--- src/rtl/agu_pkg.sv ---
package agu_pkg;
  // strobes from the control decode to the datapath, at most one high
  typedef struct packed {
    logic doLoad;
    logic doPush;
    logic doPop;
  } agu_strobe_t;
endpackage

--- src/rtl/agu_ctrl.sv ---
module agu_ctrl
  import agu_pkg::*;
(
  input  logic        clk,
  input  logic        rstN,
  input  logic        pushReq,
  input  logic        popReq,
  input  logic        spWrEn,
  output agu_strobe_t strobes
);
  // priority: load, then push, then pop
  always_comb begin
    strobes = '0;
    if (spWrEn)       strobes.doLoad = 1'b1;
    else if (pushReq) strobes.doPush = 1'b1;
    else if (popReq)  strobes.doPop  = 1'b1;
  end

  AST_ONE_STROBE: assert property (@(posedge clk) disable iff (!rstN)
    $onehot0({strobes.doLoad, strobes.doPush, strobes.doPop}));
  AST_LOAD_MASKS: assert property (@(posedge clk) disable iff (!rstN)
    spWrEn |-> !strobes.doPush && !strobes.doPop);
  AST_PUSH_OVER_POP: assert property (@(posedge clk) disable iff (!rstN)
    (pushReq && popReq && !spWrEn) |-> !strobes.doPop);
endmodule

--- src/rtl/agu_datapath.sv ---
module agu_datapath
  import agu_pkg::*;
#(
  parameter int ADDR_W   = 8,
  parameter int REG_W    = 3,
  parameter int BANK_W   = 2,
  parameter logic [ADDR_W-1:0] SP_RESET = 8'h07,
  parameter logic [ADDR_W-1:0] RAM_TOP  = 8'h7F
) (
  input  logic              clk,
  input  logic              rstN,
  input  agu_strobe_t       strobes,
  input  logic [REG_W-1:0]  regNum,
  input  logic [BANK_W-1:0] bankSel,
  input  logic [ADDR_W-1:0] spWrData,
  output logic [ADDR_W-1:0] ramAddr,
  output logic [ADDR_W-1:0] spOut,
  output logic              stackOvf
);
  localparam int BANK_SPAN = 1 << REG_W;

  logic [ADDR_W-1:0] spReg;
  logic [ADDR_W-1:0] spInc;
  logic [ADDR_W-1:0] spDec;
  logic [ADDR_W-1:0] regAddr;

  assign spInc   = spReg + ADDR_W'(1);
  assign spDec   = spReg - ADDR_W'(1);
  assign regAddr = ADDR_W'(bankSel) * ADDR_W'(BANK_SPAN) + ADDR_W'(regNum);

  always_ff @(posedge clk) begin
    if (!rstN)                spReg <= SP_RESET;
    else if (strobes.doLoad)  spReg <= spWrData;
    else if (strobes.doPush)  spReg <= spInc;
    else if (strobes.doPop)   spReg <= spDec;
  end

  always_comb begin
    if (strobes.doPush)     ramAddr = spInc;
    else if (strobes.doPop) ramAddr = spReg;
    else                    ramAddr = regAddr;
  end

  assign spOut    = spReg;
  assign stackOvf = strobes.doPush && (spInc > RAM_TOP);

  AST_PUSH_STEP: assert property (@(posedge clk) disable iff (!rstN)
    (rstN && strobes.doPush) |=> spReg == $past(spReg) + ADDR_W'(1));
  AST_PUSH_TARGET: assert property (@(posedge clk) disable iff (!rstN)
    (rstN && strobes.doPush) |=> spReg == $past(ramAddr));
  AST_POP_STEP: assert property (@(posedge clk) disable iff (!rstN)
    (rstN && strobes.doPop) |=> spReg == $past(spReg) - ADDR_W'(1));
  AST_LOAD_TAKES: assert property (@(posedge clk) disable iff (!rstN)
    (rstN && strobes.doLoad) |=> spReg == $past(spWrData));
  AST_SP_HOLD: assert property (@(posedge clk) disable iff (!rstN)
    (rstN && !strobes.doLoad && !strobes.doPush && !strobes.doPop) |=> $stable(spReg));
  AST_NO_OVERFLOW: assert property (@(posedge clk) disable iff (!rstN)
    !strobes.doPush |-> !stackOvf);
endmodule

--- src/rtl/bank_stack_agu.sv ---
module bank_stack_agu
  import agu_pkg::*;
#(
  parameter int ADDR_W   = 8,
  parameter int REG_W    = 3,
  parameter int BANK_W   = 2,
  parameter logic [ADDR_W-1:0] SP_RESET = 8'h07,
  parameter logic [ADDR_W-1:0] RAM_TOP  = 8'h7F
) (
  input  logic              clk,
  input  logic              rstN,
  input  logic [REG_W-1:0]  regNum,
  input  logic [BANK_W-1:0] bankSel,
  input  logic              pushReq,
  input  logic              popReq,
  input  logic              spWrEn,
  input  logic [ADDR_W-1:0] spWrData,
  output logic [ADDR_W-1:0] ramAddr,
  output logic [ADDR_W-1:0] spOut,
  output logic              stackOvf
);
  agu_strobe_t strobes;

  agu_ctrl uCtrl (
    .clk     (clk),
    .rstN    (rstN),
    .pushReq (pushReq),
    .popReq  (popReq),
    .spWrEn  (spWrEn),
    .strobes (strobes)
  );

  agu_datapath #(
    .ADDR_W   (ADDR_W),
    .REG_W    (REG_W),
    .BANK_W   (BANK_W),
    .SP_RESET (SP_RESET),
    .RAM_TOP  (RAM_TOP)
  ) uDp (
    .clk      (clk),
    .rstN     (rstN),
    .strobes  (strobes),
    .regNum   (regNum),
    .bankSel  (bankSel),
    .spWrData (spWrData),
    .ramAddr  (ramAddr),
    .spOut    (spOut),
    .stackOvf (stackOvf)
  );
endmodule

--- config.mk ---
export PLATFORM = sky130hd
export DESIGN_NAME = bank_stack_agu
export DESIGN_NICKNAME = d
export VERILOG_FILES = /design/src/rtl/agu_pkg.sv /design/src/rtl/agu_ctrl.sv /design/src/rtl/agu_datapath.sv /design/src/rtl/bank_stack_agu.sv
export SDC_FILE = /design/constraint.sdc
export NUM_CORES = 1
export LEC_CHECK = 0
export ABC_AREA = 1
export CAP_MARGIN = 5
export CORE_MARGIN = 3
export CORE_UTILIZATION = 60
export CTS_BUF_LIST = sky130_fd_sc_hd__clkbuf_16
export DETAILED_ROUTE_END_ITERATION = 6
export DONT_BUFFER_PORTS = 1
export HOLD_SLACK_MARGIN = 0.03
export PLACE_DENSITY_LB_ADDON = 0.12
export SLEW_MARGIN = 10
export SYNTH_ARGS = -nofsm -noshare
export SYNTH_HDL_FRONTEND = slang
export SYNTH_HIERARCHICAL = 1
export SYNTH_SLANG_ARGS = --single-unit
--- constraint.sdc ---
create_clock -name clk -period 4.4 [get_ports clk]
set_clock_uncertainty 0.2 [all_clocks]
set_input_delay 0.44 -clock clk [delete_from_list [all_inputs] [get_ports clk]]
set_output_delay 0.44 -clock clk [all_outputs]
set_load 0.01 [all_outputs]
==> Word level (Yosys, flattened, before mapping) <==
Cells that the tools add are included.
{ "word_totals": {"input_bits": 18, "word_cells": 17, "out_inout_bits": 17, "reg_bits": 8} }
{ "op_classes": {"muxes": 10, "n_addsub": 3, "reduce_logical": 2, "n_lt_le_gt_ge": 1} }
{ "op_table": {"columns": ["operator", "n"], "rows": [
  ["$mux W8", 5],
  ["$add A8 B1 Y8 const B", 1],
  ["$gt A8 B7 Y1 const B", 1],
  ["$sub A8 B1 Y8 const B", 1],
  ["$add A5 B3 Y6", 1],
  ["$mux W1", 4],
  ["$reduce_bool A3 Y1", 1],
  ["$mux W2", 1],
  ["$logic_and A1 B1 Y1", 1]
]} }

==> Longest topological paths before layout <==
{ "depth": {"word_depth": 6, "mapped_depth": 9, "depth_no_buf": 9} }

==> Cells and area by module <==
Netlist, hierarchy kept.
{ "modules_own_cells": {"columns": ["module", "area_each_um2", "instances", "seq_area_each_um2", "cells_per_inst"], "rows": [
  ["agu_datapath", 837.1, 1, 160.2, 140],
  ["agu_ctrl", 27.5, 1, 0.0, 5]
]} }

==> Worst setup path after synthesis <==
OpenSTA, ideal clock, no wires.
{ "synth_path": {"path_kind": "register to output", "startpoint": "register uDp.spReg[1], in the netlist uDp/spOut[1]", "endpoint": "output port ramAddr[6]", "slack_ps": 2502, "t_arrival_ps": 1258, "path_buffers": 0, "stages_incl_launch_ff": 8, "path_cell_list": "dfxtp_1 -> ha_1 -> nand2_1 -> nor2_1 -> nand2_1 -> o21ai_1 -> nand3_1 -> o21ai_0"} }
{ "synth_between": {"elab_chain_cells": 2} }
{ "synth_lines": {"columns": ["item", "line_no", "source"], "rows": [
  ["start: declaration", "agu_datapath.sv:22", "logic [ADDR_W-1:0] spReg;"],
  ["start signal: assignment", "agu_datapath.sv:33", "else if (strobes.doLoad) spReg <= spWrData;"],
  ["start signal: assignment", "agu_datapath.sv:34", "else if (strobes.doPush) spReg <= spInc;"],
  ["start signal: assignment", "agu_datapath.sv:35", "else if (strobes.doPop) spReg <= spDec;"],
  ["$add A8 B1 Y8", "agu_datapath.sv:27", "assign spInc = spReg + ADDR_W'(1);"],
  ["$mux W8", "agu_datapath.sv:39", "if (strobes.doPush) ramAddr = spInc;"],
  ["end: declaration", "bank_stack_agu.sv:18", "output logic [ADDR_W-1:0] ramAddr,"]
]} }
No other way between the ends.

==> Worst setup path after layout <==
Same ends and word-level chain as after synthesis.

==> metrics.md <==
| Metric | Value |
|---|---|
| Max reg flops | `8` |
| Synth Warn # | `6` |
| Sequential fraction of the synthesis area | `18.5%` |
| Clock Latency Late Sink | `230 ps` |
| Setup CP Type | `flip-flop to output port` |
| Pwr dens | `356 nW/um^2` |
| Via Count | `977` |
| Crit path launch | `uDp/spOut[1]` |
| Post-synth EDFFs | `0` |
| Reg2reg path depth | `7` |
| Wire per inst | `15.1 um` |
| Top_reg_cell synth | `dfxtp_1` |
| Clock tree buffer depth | `2` |
| Mapped Cells | `145` |
| Final cycle utilization of the critical path | `56.2%` |
| Area Growth Syn to Fin | `5.64%` |
| Setup TNS | `0 ps` |
| CP Launch Type | `flip-flop` |
| Reg clk slew, reported paths | `40 ps` |
| Initial Util | `64.8%` |
| RR Startpoint | `uDp/spOut[1]` |
| Endpoint type of the worst setup path | `output port` |
| Endpoints failing hold | `0` |
| Max Slew Vio Count | `0` |
| Max cap viols | `0` |
| DRT Pass-1 Iters | `4` |
| Die Span X | `44.0 um` |
| Hold crit path type | `input port to flip-flop` |
| Worst-path maximum fanout | `5` |
| Cts bufs inserted | `3` |
| Fraction of layout cells with a size suffix above 1 | `16.8%` |
| Drc violations | `0` |
| Maximum number of pins on one net before global-route repair | `12` |
| Site Rows | `13` |
| Top cells by count, synth | `nand2_1, nor2_1, nand3_1` |
| Total congestion overflow | `0` |
| I/O Pins | `35` |
| Crit Reg-Reg Endpoint | `uDp/spOut[6]` |
| Fill cells | `130` |
| Status | `finished clean` |
| Top-area cell type share of the netlist area | `18.5%` |
| Total GRT Usage | `28.6%` |
| CTS tree | `yes` |
| Top cells by area, synth | `dfxtp_1, nand2_1, nand3_1, nor2_1, o21ai_0` |
| Via-to-Cell Ratio | `6.18` |
| Mapped Avg Cell Area | `5.96 um^2` |
| # port buffers | `0` |
| WP data required | `3760 ps` |
| Post-cts repair resize count | `0` |
| Synth Cell Area | `865 um^2` |
| Number of DRC markers in iteration 0 | `50` |
| CORE AREA | `1330 um^2` |
| Die area | `1930 um^2` |
| Initial antenna violation count | `0` |
| Vert. Die Dim | `44.0 um` |
| PnR Total Power | `0.000325 W` |
| Reg-to-reg slack, setup | `2580 ps` |
| Worst Setup EP | `ramAddr[6]` |
| P_leak | `0.410 nW` |
| Highest Clock Rate | `404 MHz` |
| Diodes inserted | `0` |
| Data arrival time at the worst-slack endpoint | `1830 ps` |
| Wirelength, routed | `2.38 mm` |
| RSZ-0062 raised after global routing | `false` |
| Post-synth ARST share | `0%` |
| Area leader, netlist | `dfxtp_1` |
| Root Buffer | `clkbuf_16` |
| Slew headroom | `43.1%` |
| Final setup violation count | `0` |
| Final ANT Viol Nets | `0` |
| Nets | `165` |
| Vias in the first global route | `925` |
| Syn Nets | `165` |
| Post-DP HPWL | `1.73 mm` |
| Maximum VDD drop | `0.000238 V` |
| Post-CTS Setup Inserts | `0` |
| GP Congestion | `0.884` |
| Top-count cell post-synth | `nand2_1` |
| Seq cells post-synth | `8` |
| Sink Count | `8` |
| First-pass GRT wire length | `3.97 mm` |
| Cts hold-fix bufs | `0` |
| Netlist cell types | `23` |
| Final Critical Period | `2470 ps` |
| H-tree Lvls | `1` |
| Worst Tran Pin Value | `850 ps` |
==> metal layers <==
metal / part of all wire, % / vias up / global-route usage [%]
li1: - / 482 / -
met2: 46 / 53 / 42.4
met4: 2.0 / 0 / 18.7
met3: 9.4 / 6 / 11.2
met1: 43 / 436 / 33.7
met5: 0 / - / 0
==> stage by stage <==
step / area [um^2] / hold slack [ps] / setup WS [ps] / util (%) / instances
finish: 913 / 107 / 1930 / 68.5 / 158
floorplan: 865 / 335 / 2500 / - / 145
detailed placement: 838 / 346 / 2070 / 62.9 / 155
global placement: 838 / 340 / 2090 / 62.9 / 155
CTS: 913 / 106 / 1980 / 68.5 / 158
global route: 913 / 105 / 1870 / 68.5 / 158
==> kinds of logic (layout without fill, tap and decap cells) <==
logic type,after synthesis,after routing,share of synthesized area [%]
buffers and inverters,25,23,13.9
XOR/XNOR,1,1,1.01
AND/OR/NAND/NOR,76,76,40.8
AO/OA/AOI/OAI,33,33,22.9
flip-flops,8,8,18.5
adder cells (fa/ha/maj),2,2,2.89
==> how the worst min path moves through the flow <==
stage,startpoint,end,cells after the start
global route,rstN,uDp/spOut[2],1
global placement,rstN,uDp/spOut[2],1
floorplan,uDp/spOut[7],uDp/spOut[7],2
CTS,rstN,uDp/spOut[2],1
finish,rstN,uDp/spOut[2],1
detailed placement,rstN,uDp/spOut[2],1
==> final cells by class <==
| type | instances | area [um^2] | area share, % |
|---|---|---|---|
| Multi-Input combinational cell | 112 | 584 | 64.0 |
| Tap cell | 15 | 18.8 | 2.05 |
| Clock buffer | 3 | 75.1 | 8.22 |
| Inverter | 20 | 75.1 | 8.22 |
| Sequential cell | 8 | 160 | 17.5 |
==> critical path: stages, from the launching register on <==
cell	delay, ps
dfxtp_1	500
ha_1	260
nand2_1	100
nor2_1	160
nand2_1	90
o21ai_1	150
nand3_1	120
o21ai_0	220
==> power by group <==
| group | internal [W] | switching [W] | leakage [nW] |
|---|---|---|---|
| clock network | 0.000118 | 0.0000391 | 0.0370 |
| registers | 0.0000792 | 0.0000167 | 0.0665 |
| logic | 0.0000238 | 0.0000490 | 0.306 |
==> cell usage in the layout (no fill, tap or decap) <==
master,count
o21ai_1,3
nand2_1,31
o211ai_1,6
nand3_1,14
nor2_1,16
a31oi_1,2
nor2_4,1
a21oi_1,6
a21oi_2,1
nand3_2,2
dfxtp_1,8
nand2_2,5
o221ai_1,1
o21ai_0,11
nand4_1,2
nor2_2,5
inv_2,7
inv_1,13
xor2_1,1
clkbuf_16,3
a22oi_1,3
ha_1,2
Power figures use the tool's default switching activity.
